**src/rtl/regmem_pkg.sv**
```systemverilog
package regmem_pkg;
  localparam int WORD_W = 64;
  localparam int SEL_W  = 3;

  // register bits are numbered from the MSB: bit n lives at word[WORD_W-1-n]
  localparam int CMD_START_B = WORD_W - 1 - 2;
  localparam int CMD_CLR_B   = WORD_W - 1 - 4;
  localparam int CMD_READ_B  = WORD_W - 1 - 5;
  localparam int CMD_AONLY_B = WORD_W - 1 - 6;
  localparam int CMD_DONLY_B = WORD_W - 1 - 7;
  localparam int CMD_LOCK_B  = WORD_W - 1 - 11;
  localparam int CMD_STEP_B  = WORD_W - 1 - 19;

  localparam int STS_BUSY_B  = WORD_W - 1 - 0;
  localparam int STS_ADONE_B = WORD_W - 1 - 2;
  localparam int STS_DDONE_B = WORD_W - 1 - 3;

  localparam logic [SEL_W-1:0] SEL_ADDR = 3'd0;
  localparam logic [SEL_W-1:0] SEL_CMD  = 3'd1;
  localparam logic [SEL_W-1:0] SEL_STAT = 3'd3;
  localparam logic [SEL_W-1:0] SEL_DATA = 3'd4;

  typedef struct packed {
    logic start;
    logic clr;
    logic rd;
    logic aonly;
    logic donly;
    logic lock;
    logic step;
  } cmd_t;

  typedef enum logic [1:0] {
    SQ_IDLE = 2'd0,
    SQ_REQ  = 2'd1,
    SQ_WAIT = 2'd2
  } sq_state_e;
endpackage

```
**src/rtl/regmem_rst_sync.sv**
```systemverilog
module regmem_rst_sync #(
  parameter int STAGES = 2
) (
  input  logic clk,
  input  logic rst_n,
  output logic rst_sync_n
);
  logic [STAGES-1:0] sync_q;

  always_ff @(posedge clk or negedge rst_n) begin
    if (!rst_n) sync_q <= '0;
    else        sync_q <= {sync_q[STAGES-2:0], 1'b1};
  end

  assign rst_sync_n = sync_q[STAGES-1];
endmodule

```
**src/rtl/regmem_cmd_decode.sv**
```systemverilog
module regmem_cmd_decode
  import regmem_pkg::*;
(
  input  logic [WORD_W-1:0] word,
  output cmd_t              fld,
  output logic              xfer_ok
);
  always_comb begin
    fld.start = word[CMD_START_B];
    fld.clr   = word[CMD_CLR_B];
    fld.rd    = word[CMD_READ_B];
    fld.aonly = word[CMD_AONLY_B];
    fld.donly = word[CMD_DONLY_B];
    fld.lock  = word[CMD_LOCK_B];
    fld.step  = word[CMD_STEP_B];
  end

  // a transfer needs both the address and the data phase
  assign xfer_ok = fld.start & ~fld.aonly & ~fld.donly;
endmodule

```
**src/rtl/regmem_addr_step.sv**
```systemverilog
module regmem_addr_step #(
  parameter int W        = 64,
  parameter int STEP_W   = 16,
  parameter int STEP_INC = 8
) (
  input  logic [W-1:0] addr_in,
  output logic [W-1:0] addr_out
);
  generate
    if (STEP_W >= W) begin : g_full
      assign addr_out = addr_in + W'(STEP_INC);
    end else begin : g_field
      logic [STEP_W-1:0] low_sum;
      assign low_sum  = addr_in[STEP_W-1:0] + STEP_W'(STEP_INC);
      assign addr_out = {addr_in[W-1:STEP_W], low_sum};
    end
  endgenerate
endmodule

```
**src/rtl/regmem_seq.sv**
```systemverilog
module regmem_seq
  import regmem_pkg::*;
(
  input  logic clk,
  input  logic rst_n,
  input  logic trig,
  input  logic trig_we,
  input  logic trig_step,
  input  logic mem_ack,
  output logic mem_req,
  output logic idle,
  output logic waiting,
  output logic done,
  output logic op_we,
  output logic op_step
);
  sq_state_e state_q, state_d;
  logic      op_en;

  always_comb begin
    state_d = state_q;
    unique case (state_q)
      SQ_IDLE: if (trig)    state_d = SQ_REQ;
      SQ_REQ:               state_d = SQ_WAIT;
      SQ_WAIT: if (mem_ack) state_d = SQ_IDLE;
      default:              state_d = SQ_IDLE;
    endcase
  end

  assign op_en = (state_q == SQ_IDLE) & trig;

  always_ff @(posedge clk or negedge rst_n) begin
    if (!rst_n) state_q <= SQ_IDLE;
    else        state_q <= state_d;
  end

  always_ff @(posedge clk or negedge rst_n) begin
    if (!rst_n) begin
      op_we   <= 1'b0;
      op_step <= 1'b0;
    end else if (op_en) begin
      op_we   <= trig_we;
      op_step <= trig_step;
    end
  end

  assign idle    = (state_q == SQ_IDLE);
  assign mem_req = (state_q == SQ_REQ);
  assign waiting = (state_q == SQ_WAIT);
  assign done    = waiting & mem_ack;
endmodule

```
**src/rtl/regmem_engine.sv**
```systemverilog
module regmem_engine
  import regmem_pkg::*;
#(
  parameter int STEP_W   = 16,
  parameter int STEP_INC = 8
) (
  input  logic              clk,
  input  logic              rst_n,
  input  logic              hst_wr,
  input  logic              hst_rd,
  input  logic [SEL_W-1:0]  hst_sel,
  input  logic [WORD_W-1:0] hst_wdata,
  output logic [WORD_W-1:0] hst_rdata,
  output logic              mem_req,
  output logic              mem_we,
  output logic [WORD_W-1:0] mem_addr,
  output logic [WORD_W-1:0] mem_wdata,
  input  logic [WORD_W-1:0] mem_rdata,
  input  logic              mem_ack
);
  logic rst_sync_n;

  logic [WORD_W-1:0] addr_q, addr_d, addr_stepped;
  logic [WORD_W-1:0] cmd_q;
  logic [WORD_W-1:0] data_q, data_d;
  logic              busy_q, busy_d, adone_q, adone_d, ddone_q, ddone_d;
  logic              addr_en, cmd_en, data_en, sts_en;

  cmd_t cur, nxt;
  logic cur_ok, nxt_ok;

  logic wr_addr, wr_cmd, wr_data, rd_data;
  logic trig_cmd, trig_dat, trig, trig_we;
  logic sq_idle, sq_waiting, sq_done, op_we, op_step;

  regmem_rst_sync #(.STAGES(2)) rst_sync_i (
    .clk(clk), .rst_n(rst_n), .rst_sync_n(rst_sync_n)
  );

  regmem_cmd_decode cur_dec_i (.word(cmd_q),     .fld(cur), .xfer_ok(cur_ok));
  regmem_cmd_decode nxt_dec_i (.word(hst_wdata), .fld(nxt), .xfer_ok(nxt_ok));

  regmem_addr_step #(.W(WORD_W), .STEP_W(STEP_W), .STEP_INC(STEP_INC)) step_i (
    .addr_in(addr_q), .addr_out(addr_stepped)
  );

  assign wr_addr = hst_wr & (hst_sel == SEL_ADDR);
  assign wr_cmd  = hst_wr & (hst_sel == SEL_CMD);
  assign wr_data = hst_wr & (hst_sel == SEL_DATA);
  assign rd_data = hst_rd & ~hst_wr & (hst_sel == SEL_DATA);

  // command write starts a single transfer; stepped mode waits for data-register traffic
  assign trig_cmd = wr_cmd & nxt_ok & ~nxt.step;
  assign trig_dat = cur_ok & cur.step &
                    ((wr_data & ~cur.rd) | (rd_data & cur.rd));
  assign trig     = sq_idle & (trig_cmd | trig_dat);
  assign trig_we  = trig_cmd ? ~nxt.rd : ~cur.rd;

  regmem_seq seq_i (
    .clk       (clk),
    .rst_n     (rst_sync_n),
    .trig      (trig),
    .trig_we   (trig_we),
    .trig_step (trig_dat),
    .mem_ack   (mem_ack),
    .mem_req   (mem_req),
    .idle      (sq_idle),
    .waiting   (sq_waiting),
    .done      (sq_done),
    .op_we     (op_we),
    .op_step   (op_step)
  );

  // address register: host write wins over a step in the same cycle
  always_comb begin
    addr_en = wr_addr | (sq_done & op_step);
    addr_d  = wr_addr ? hst_wdata : addr_stepped;
  end

  // data register: a read completion wins over a host write in the same cycle
  always_comb begin
    data_en = wr_data | (sq_done & ~op_we);
    data_d  = (sq_done & ~op_we) ? mem_rdata : hst_wdata;
  end

  assign cmd_en = wr_cmd;

  always_comb begin
    busy_d  = busy_q;
    adone_d = adone_q;
    ddone_d = ddone_q;
    if (busy_q & adone_q & ddone_q & ~cur.step) busy_d = 1'b0;
    if (sq_done) begin
      adone_d = 1'b1;
      ddone_d = 1'b1;
    end
    if (wr_cmd & nxt.lock) busy_d = 1'b1;
    if (wr_cmd & nxt.clr) begin
      busy_d  = 1'b0;
      adone_d = 1'b0;
      ddone_d = 1'b0;
    end
    sts_en = (busy_d != busy_q) | (adone_d != adone_q) | (ddone_d != ddone_q);
  end

  always_ff @(posedge clk or negedge rst_sync_n) begin
    if (!rst_sync_n)  addr_q <= '0;
    else if (addr_en) addr_q <= addr_d;
  end

  always_ff @(posedge clk or negedge rst_sync_n) begin
    if (!rst_sync_n) cmd_q <= '0;
    else if (cmd_en) cmd_q <= hst_wdata;
  end

  always_ff @(posedge clk or negedge rst_sync_n) begin
    if (!rst_sync_n)  data_q <= '0;
    else if (data_en) data_q <= data_d;
  end

  always_ff @(posedge clk or negedge rst_sync_n) begin
    if (!rst_sync_n) begin
      busy_q  <= 1'b0;
      adone_q <= 1'b0;
      ddone_q <= 1'b0;
    end else if (sts_en) begin
      busy_q  <= busy_d;
      adone_q <= adone_d;
      ddone_q <= ddone_d;
    end
  end

  always_comb begin
    hst_rdata = '0;
    unique case (hst_sel)
      SEL_ADDR: hst_rdata = addr_q;
      SEL_CMD:  hst_rdata = cmd_q;
      SEL_DATA: hst_rdata = data_q;
      SEL_STAT: begin
        hst_rdata[STS_BUSY_B]  = busy_q;
        hst_rdata[STS_ADONE_B] = adone_q;
        hst_rdata[STS_DDONE_B] = ddone_q;
      end
      default:  hst_rdata = '0;
    endcase
  end

  assign mem_we    = op_we;
  assign mem_addr  = addr_q;
  assign mem_wdata = data_q;
endmodule

```
**config.mk**
```make
export PLATFORM = sky130hd
export DESIGN_NAME = regmem_engine
export DESIGN_NICKNAME = d
export VERILOG_FILES = /design/src/rtl/regmem_pkg.sv /design/src/rtl/regmem_rst_sync.sv /design/src/rtl/regmem_cmd_decode.sv /design/src/rtl/regmem_addr_step.sv /design/src/rtl/regmem_seq.sv /design/src/rtl/regmem_engine.sv
export SDC_FILE = /design/constraint.sdc
export NUM_CORES = 1
export LEC_CHECK = 0
export BUFFER_PORTS_ARGS = -buffer_cell sky130_fd_sc_hd__buf_2
export CAP_MARGIN = 25
export CORE_ASPECT_RATIO = 1.1
export CORE_UTILIZATION = 45
export DETAILED_ROUTE_END_ITERATION = 8
export PLACE_DENSITY_LB_ADDON = 0.25
export SLEW_MARGIN = 20
export SYNTH_ARGS = -nofsm -noshare
export SYNTH_HDL_FRONTEND = slang
export SYNTH_SLANG_ARGS = --single-unit
export TNS_END_PERCENT = 10
```
**constraint.sdc**
```tcl
create_clock -name clk -period 6.44 [get_ports clk]
set_input_delay 0.322 -clock clk [delete_from_list [all_inputs] [get_ports clk]]
set_output_delay 0.322 -clock clk [all_outputs]
set_load 0.05 [all_outputs]
```
After elaboration in Yosys (flattened, before gate mapping)
Index checks and enable logic that the tools add are counted.

storage, ports and cells
  bits in registers = 201
  input port bits = 136
  output and inout bits = 194
  logic and storage cells = 84

cells by class
  add/sub/neg operators = 1
  eq/ne operators = 10
  muxes and demuxes = 17
  bitwise logic cells = 41
  reduce and logical (&&, ||, !) cells = 4

operator list
  cell                                           number
  case mux 60 bit (3 select lines)               1
  two-way mux 64 bit                             1
  bitwise AND 1 bit                              25
  adder 16 x 4 -> 16 bit, second input constant  1
  two-way mux 16 bit                             1
  NOT 1 bit                                      10
  two-way mux 1 bit                              8
  case mux 2 bit (4 select lines)                1
  bitwise OR 1 bit                               6
  case mux 2 bit (3 select lines)                1
  two-way mux 2 bit                              2
  case mux 1 bit (4 select lines)                1
  AND reduction 2 bit                            2
  == test 3 x 1 -> 1 bit, second input constant  1
  == test 3 x 2 -> 1 bit, second input constant  1
  == test 3 bit, second input constant           1
  zero test 3 bit                                1
  != test 1 bit                                  3
  case mux 1 bit (3 select lines)                1
  == test 2 x 1 -> 1 bit, second input constant  1
  == test 2 bit, second input constant           1
  zero test 2 bit                                1
  != test 2 x 1 -> 1 bit, second input constant  1
  != test 2 bit, second input constant           1

Depth between registers and ports, before layout
Gate-level depths: netlist of the first run.

  depth in word-level cells = 10
  gate-level depth with buffers = 7
  mapped depth without buffers = 5

Hierarchy
Synthesis of the first run repeated with hierarchy kept, for this count alone.

unflattened totals
  cells, all modules = 982
  area total of the unflattened synthesis = 11239.5 um^2

modules (own cells, without submodules)
  module             times used  cells each  area an instance (um^2)  sequential area each (um^2)
  regmem_engine      1           868         10273.6                  4879.7
  regmem_addr_step   1           82          598.1                    0.0
  regmem_seq         1           13          183.9                    100.1
  regmem_cmd_decode  2           8           65.1                     0.0
  regmem_rst_sync    1           3           53.8                     50.0

Least setup slack after synthesis of the first run
OpenSTA, ideal clock, no wires.

  path kind = input to output
  from = input port hst_sel[0]
  to = output port hst_rdata[60]
  arrival = 2.286 ns
  required time = 6.118 ns
  slack = 3.832 ns
  cell stages on the path = 5
  path buffers = 3
  path through = buf_2 > buf_2 > clkbuf_1 > a22oi_1 > o21ai_0

between the ends
  longest elaborated chain between the ends = 2
  elaborated cells on any way between the ends = 5
  classes of those cells = eq/ne: 3; mux: 1; reduce/logical: 1

RTL lines
  what                                                  line                  RTL
  from (decl)                                           regmem_engine.sv:11   input logic [SEL_W-1:0] hst_sel,
  == test 3 x 2 -> 1 bit, or another cell as far along  regmem_engine.sv:135  unique case (hst_sel)
  case mux 2 bit (4 select lines) *                     regmem_engine.sv:135
  to (decl)                                             regmem_engine.sv:13   output logic [WORD_W-1:0] hst_rdata,

Mark *: on every way between the ends. The rest lies on a longest branch, timed or not.

Final worst setup path of the first run
  from = input port hst_sel[2]
  to = output port hst_rdata[60]

The elaborated chain is that of the path after synthesis.

==> run_results.csv, run 1 <==
group,metric,value,unit
global_routing,grt_first_pass_wirelength,45720,um
clock_tree,clock_latency,0.51,ns
global_routing,first_global_vias,8392,
placement,place_congestion,0.8133,
timing,setup_viol,0,
floorplan,design.die.area,23360,sq um
yosys,synth-seq-cells,201,
final_layout,syn_to_final_growth,25.43,%
route,dr.pass1.iters,4,
floorplan,core-area,22180,sq um
route,routed_via_density,5.225,
timing,setup_tns,0,ns
power,powerDensity,367.3,nW/um^2
global_routing,grtUsageTotal,24.34,%
clock_tree,htree_levels,1,
floorplan,fp-row-count,57,
yosys,synth_nets,1184,
clock_tree,cts.clk_slew.worst_paths,0.06,ns
yosys,synth_flop_cell,"dfrtp_1",
timing,slew_headroom,32.89,%
yosys,yosysUniqueCellTypes,44,
clock_tree,clockRootBuffer,"clkbuf_16",
setup_path,cp.arrival,2.61,ns
yosys,ys_top_cells_by_area,"dfrtp_1 49%, mux2i_1 13%, nand2_1 11%",
route,final_antenna_net_count,0,
yosys,syn_area,10240,sq um
yosys,syn-instance-count,1047,
clock_tree,clockBufferDepth,3,
setup_path,crit_path_cell_trace,"buf_4, buf_4, nor3b_1, nand2_1, o21ai_0, buf_2",
clock_tree,clkSinkCount,201,
placement,io_buffers,329,
yosys,syn_area_per_cell,9.779,sq um
clock_tree,cts_buffers,23,
final_layout,regArea,5034,sq um
global_routing,grt_max_degree,93,
power,p_leak,6.206,nW
floorplan,start_util,46.16,%
setup_path,cpMostUsedCell,"buf_4",
setup_path,path_class,"primary input to output pin",
yosys,async_reset_ff_share,100.0,%
floorplan,die_h,160.2,um
yosys,yosysTopAreaCell,"dfrtp_1",
timing,worst_slew_pin_slew,1.007,ns
global_routing,antenna_found_initial,2,
timing,finalCriticalPeriod,2.931,ns
global_routing,grt_overflow,0,
route,wl_per_cell,17.22,um
outcome,outcome,"finished clean",
yosys,synth_edf_count,0,
timing,fin_crit_sh,45.51,%
setup_path,worstPathRequired,6.12,ns
setup_path,critPathSlowestCell,"buf_4",
placement,dp_hpwl,19000,um
setup_path,critPathMaxFanout,92,
yosys,synth-seq-area-share,49.13,%
route,drtIter0Drc,445,
route,dr_total_vias,8648,
timing,holdWs,0.01470,ns
hold_path,hold_class,"primary input to register",
final_layout,fill_cells,1999,
route,route.detailed.drc,0,
yosys,synth_top_cell_area_share,49.13,%
setup_path,end_kind,"output pin",
power,peakVddDrop,0.0002783,V
setup_path,crit_path_max_incr_delay,0.80,ns
timing,fmax,341.2,MHz
route,drt-total-wl,28500,um
yosys,synth_warnings,0,
final_layout,drive_gt1_share,33.41,%
final_layout,multi_input_area,4795,sq um
timing,rsz0062_at_grt,"no",
floorplan,num_io_pins,330,
floorplan,die_w,145.8,um
timing,maxSlewViolCount,0,
run,maxCapViolCount,0,
setup_path,worst_setup_path_start_kind,"primary input",
clock_tree,cts_tree,"yes",
timing,finClkSkew,0.009468,ns
final_layout,final_nets,1480,
timing,finalHoldViolations,0,
## worst max-delay path: cells and delay by family
kind	cells	cell delay [ns]
buf+inv	3	1.45
compound gates	1	0.15
simple gates	2	0.68
## metrics by stage
| step | util, % | total power, mW | std cells | area (sq um) | setup slack, ns |
|---|---|---|---|---|---|
| after global routing | 57.89 | 4.938 | 1654 | 12840 | 3.297 |
| after floorplan | - | 2.993 | 1047 | 10240 | 0.4242 |
| after global placement | 53.86 | 3.406 | 1602 | 11950 | 3.357 |
| final | 57.90 | 4.717 | 1655 | 12840 | 3.509 |
| after detailed placement | 53.86 | 3.434 | 1602 | 11950 | 3.310 |
| after CTS | 57.64 | 4.750 | 1652 | 12780 | 3.512 |
## final timing paths
check	start	end	slack, ns	depth (start not counted)
max in group asynchronous	rst_sync_i.sync_q[1]$_DFF_PN0_	seq_i.state_q[1]$_DFFE_PN0P_	4.79	2
max reg2reg	seq_i.state_q[0]$_DFFE_PN0P_	mem_wdata[31]$_DFFE_PN0P_	4.07	4
min in group asynchronous	rst_n	rst_sync_i.sync_q[1]$_DFF_PN0_	0.13	2
min	mem_rdata[48]	mem_wdata[48]$_DFFE_PN0P_	0.01	3
max	hst_sel[2]	hst_rdata[60]	3.51	6
min reg2reg	rst_sync_i.sync_q[1]$_DFF_PN0_	mem_wdata[26]$_DFFE_PN0P_	0.29	0
## final cells by class
class / count / area share [%]
timing repair buffer: 350 / 14.60
tap: 295 / 2.874
multi-input combinational: 762 / 37.33
clock inverter: 9 / 0.7697
antenna: 1 / 0.01949
sequential: 201 / 39.20
inverter: 5 / 0.1461
clock buffer: 32 / 5.057
## cell usage in the layout (no fill, tap or decap), types with 3 or more instances in the layout
| master | instances |
|---|---|
| buf_2 | 327 |
| nand2_1 | 298 |
| dfrtp_1 | 200 |
| mux2i_1 | 128 |
| nor2_1 | 69 |
| o21ai_0 | 69 |
| mux2_2 | 65 |
| o22a_1 | 58 |
| clkbuf_16 | 23 |
| o21ai_1 | 13 |
| buf_4 | 11 |
| dlygate4sd3_1 | 9 |
| xnor2_1 | 8 |
| a21oi_1 | 6 |
| nor4_1 | 6 |
| clkinv_2 | 6 |
| inv_1 | 5 |
| clkbuf_1 | 5 |
| nand3_1 | 4 |
| clkbuf_8 | 4 |
| a22oi_1 | 3 |
| or2_2 | 3 |
| nor3_1 | 3 |
## routing by layer
metal	vias up	GRT usage, %	share of wire (%)
met2	274	40.91	49
met5	-	0	0.081
met4	4	6.890	2.1
li1	4167	-	-
met3	43	4.400	6.4
met1	4160	32.13	43
## power by group
group,internal (mW),switching [mW],total [mW]
clock,0.782,0.520,1.30
sequential,1.54,0.216,1.75
combinational,0.471,1.19,1.66
total,2.79,1.93,4.72
## sequential cells by signal, indices dropped and copies added, names as in the netlist
| register | cells |
|---|---|
| cmd_q | 64 |
| mem_addr | 64 |
| seq_i.op_we | 1 |
| mem_wdata | 64 |
| seq_i.state_q | 2 |
| busy_q | 1 |
| adone_q | 1 |
| seq_i.op_step | 1 |
| ddone_q | 1 |
| rst_sync_i.sync_q | 2 |
## cells in the mapped netlist, types with 3 or more instances
cell type and count:
clkbuf_1 31, dfrtp_1 201, inv_1 5, a22oi_1 3, o22a_1 58, nor3_1 3
nand3_1 4, o21ai_1 13, nor4_1 6, nand2_1 298, buf_2 33, nor2_1 69
o21ai_0 69, or2_2 3, and3b_1 3, mux2i_1 128, mux2_2 65, buf_6 7
a21oi_1 6, buf_4 6, xnor2_1 8
## what timing repair did
action,CTS,global route
setup buffers,0,0
gates resized for setup,0,0
hold buffers,9,0
hold endpoints to repair,10,0
## kinds of logic after synthesis
| family | Yosys count | synth area share (%) |
|---|---|---|
| DFF | 201 | 49.13 |
| other | 1 | 0.03663 |
| muxes | 193 | 19.66 |
| AOI/OAI and AO/OA | 155 | 9.960 |
| and+or+nand+nor | 402 | 16.01 |
| xor gates and xnor gates | 10 | 0.8555 |
| buffers and inverters | 84 | 4.228 |
| adders and majority gates | 1 | 0.1222 |
No activity file was read; power rests on OpenSTA's default activity.
==> run 2: changes to the inputs <==
Clock period 6.44 ns to 3 ns, I/O delays scaled along.
==> run 2 against run 1 <==
Compared with the run above:
- total power increased by 120%
- sequential power rose by 120%
- setup slack got worse by 3.0 ns
- clock power rose by 100%
- global-route usage increased by 2.7 points
- first-iteration DRC count increased by 24%
- cell count rose by 10%
- critical path type is now register to register
- largest power group is now combinational cells
==> run_results.csv, run 2 (synthesis results as in run 1) <==
group,metric,value,unit
outcome,outcome,"finished clean",
clock_tree,clkSinkCount,201,
clock_tree,cts_buffers,22,
route,dr.pass1.iters,5,
timing,finalCriticalPeriod,2.476,ns
final_layout,layout_common_cells,"327 x buf_2, 298 x nand2_1, 200 x dfrtp_1",
timing,fmax,403.8,MHz
final_layout,finalInstanceArea,14550,sq um
final_layout,utilization,65.59,%
placement,place_area,12080,sq um
floorplan,die_w,145.8,um
setup_path,path_class,"register to register",
setup_path,worst_setup_path_start_kind,"register",
global_routing,grt_max_degree,67,
clock_tree,clock_latency,0.50,ns
floorplan,fp-row-count,57,
power,finalPower,10.40,mW
final_layout,layout_commonest_cell,"buf_2",
clock_tree,cts.clk_slew.worst_paths,0.06,ns
setup_path,crit_family,"buffers and inverters",
route,route.detailed.drc,0,
route,routed_via_density,5.256,
setup_path,critPathMaxFanout,34,
setup_path,crit_path_cell_trace,"and3b_1, and2_4, buf_4, nand2_1, o21ai_0, dlygate4sd3_1",
global_routing,first_global_vias,9926,
placement,io_buffers,329,
route,drt-total-wl,31480,um
global_routing,grt_overflow,0,
final_layout,final_nets,1653,
run,maxCapViolCount,0,
clock_tree,htree_levels,1,
route,wl_per_cell,17.23,um
setup_path,worstPathRequired,3.43,ns
route,final_antenna_net_count,0,
route,dr_total_vias,9603,
timing,finalHoldViolations,0,
clock_tree,cts_tree,"yes",
global_routing,grt_first_pass_wirelength,51190,um
setup_path,end_kind,"register",
floorplan,design.die.area,23360,sq um
final_layout,syn_to_final_growth,42.10,%
placement,place_congestion,0.8416,
setup_path,critical_path_buf_inv_count,2,
timing,worst_slew_pin_slew,0.8624,ns
placement,dp_hpwl,19830,um
timing,finClkSkew,0.008908,ns
route,drtIter0Drc,553,
clock_tree,cts.repair.resized,0,
power,p_leak,6.933,nW
timing,fin_crit_sh,82.54,%
final_layout,multi_input_area,4795,sq um
floorplan,die_h,160.2,um
timing,rsz0062_at_grt,"no",
final_layout,diodes,0,
clock_tree,holdBufCountCts,175,
timing,maxSlewViolCount,0,
clock_tree,clockRootBuffer,"clkbuf_16",
clock_tree,post_cts_buffers,0,
clock_tree,clockBufferDepth,3,
global_routing,grtUsageTotal,27.03,%
timing,slew_headroom,42.50,%
final_layout,drive_gt1_share,30.03,%
setup_path,crit_path_max_incr_delay,0.57,ns
power,peakVddDrop,0.0006152,V
final_layout,regArea,5034,sq um
timing,setup_tns,0,ns
power,powerDensity,714.6,nW/um^2
timing,setup_viol,0,
floorplan,num_io_pins,330,
floorplan,start_util,46.16,%
final_layout,fill_cells,1741,
hold_path,hold_class,"primary input to register",
global_routing,antenna_found_initial,0,
floorplan,core-area,22180,sq um
setup_path,critPathSlowestCell,"dlygate4sd3_1",
setup_path,cp.arrival,2.91,ns
run 2: changes by cell type in the layout (fill, tap and decap cells not counted), sizes merged:
cell,change
dlygate4sd3,+166
diode,-1
buf,+8
bufinv,-1
clkbuf,+1
inv,-1
run 2: final cells by class:
| cell class | count | share of cell area, % |
|---|---|---|
| clock buffer | 33 | 4.489 |
| inverter | 5 | 0.1290 |
| clock inverter | 7 | 0.4128 |
| sequential | 201 | 34.60 |
| tap | 295 | 2.537 |
| multi-input combinational | 762 | 32.95 |
| timing repair buffer | 524 | 24.88 |
run 2: final timing paths:
kind,from,end,slack (ns),depth (start not counted)
worst max register to register,seq_i.state_q[0]$_DFFE_PN0P_,mem_wdata[18]$_DFFE_PN0P_,0.52,6
max in group asynchronous,rst_sync_i.sync_q[1]$_DFF_PN0_,mem_addr[58]$_DFFE_PN0P_,1.66,1
worst min-delay path,mem_ack,seq_i.state_q[1]$_DFFE_PN0P_,0.09,3
worst min register to register,rst_sync_i.sync_q[1]$_DFF_PN0_,cmd_q[29]$_DFFE_PN0N_,0.35,0
min in group asynchronous,rst_sync_i.sync_q[1]$_DFF_PN0_,cmd_q[29]$_DFFE_PN0N_,0.35,0
worst max-delay path,seq_i.state_q[0]$_DFFE_PN0P_,mem_wdata[18]$_DFFE_PN0P_,0.52,6
run 2: layer usage:
| layer | routed length, um | GRT usage (%) |
|---|---|---|
| met1 | 12840 | 33.59 |
| met2 | 15750 | 46.56 |
| met5 | 0 | 0 |
| met3 | 1686 | 4.229 |
| met4 | 1200 | 11.58 |
run 2: where the power goes:
part	switching (mW)	leakage (nW)	internal (mW)	total, mW
sequential	0.483	2.44	3.30	3.79
clock	1.08	0.357	1.59	2.66
combinational	2.64	4.13	1.30	3.95
run 2: tightest hold or removal path, cell delays in order:
cell and delay (ns):
buf_2 0.11, nor3b_1 0.16, or2_2 0.13
run 2: metrics by stage:
step,hold WS (ns),worst slack [ns],cells
after floorplan,-0.1456,0.7364,1047
after global placement,-0.06338,0.7753,1612
after detailed placement,-0.06139,0.6988,1612
after CTS,0.07318,0.6153,1827
after global routing,0.08481,0.4391,1827
final,0.08872,0.5237,1827
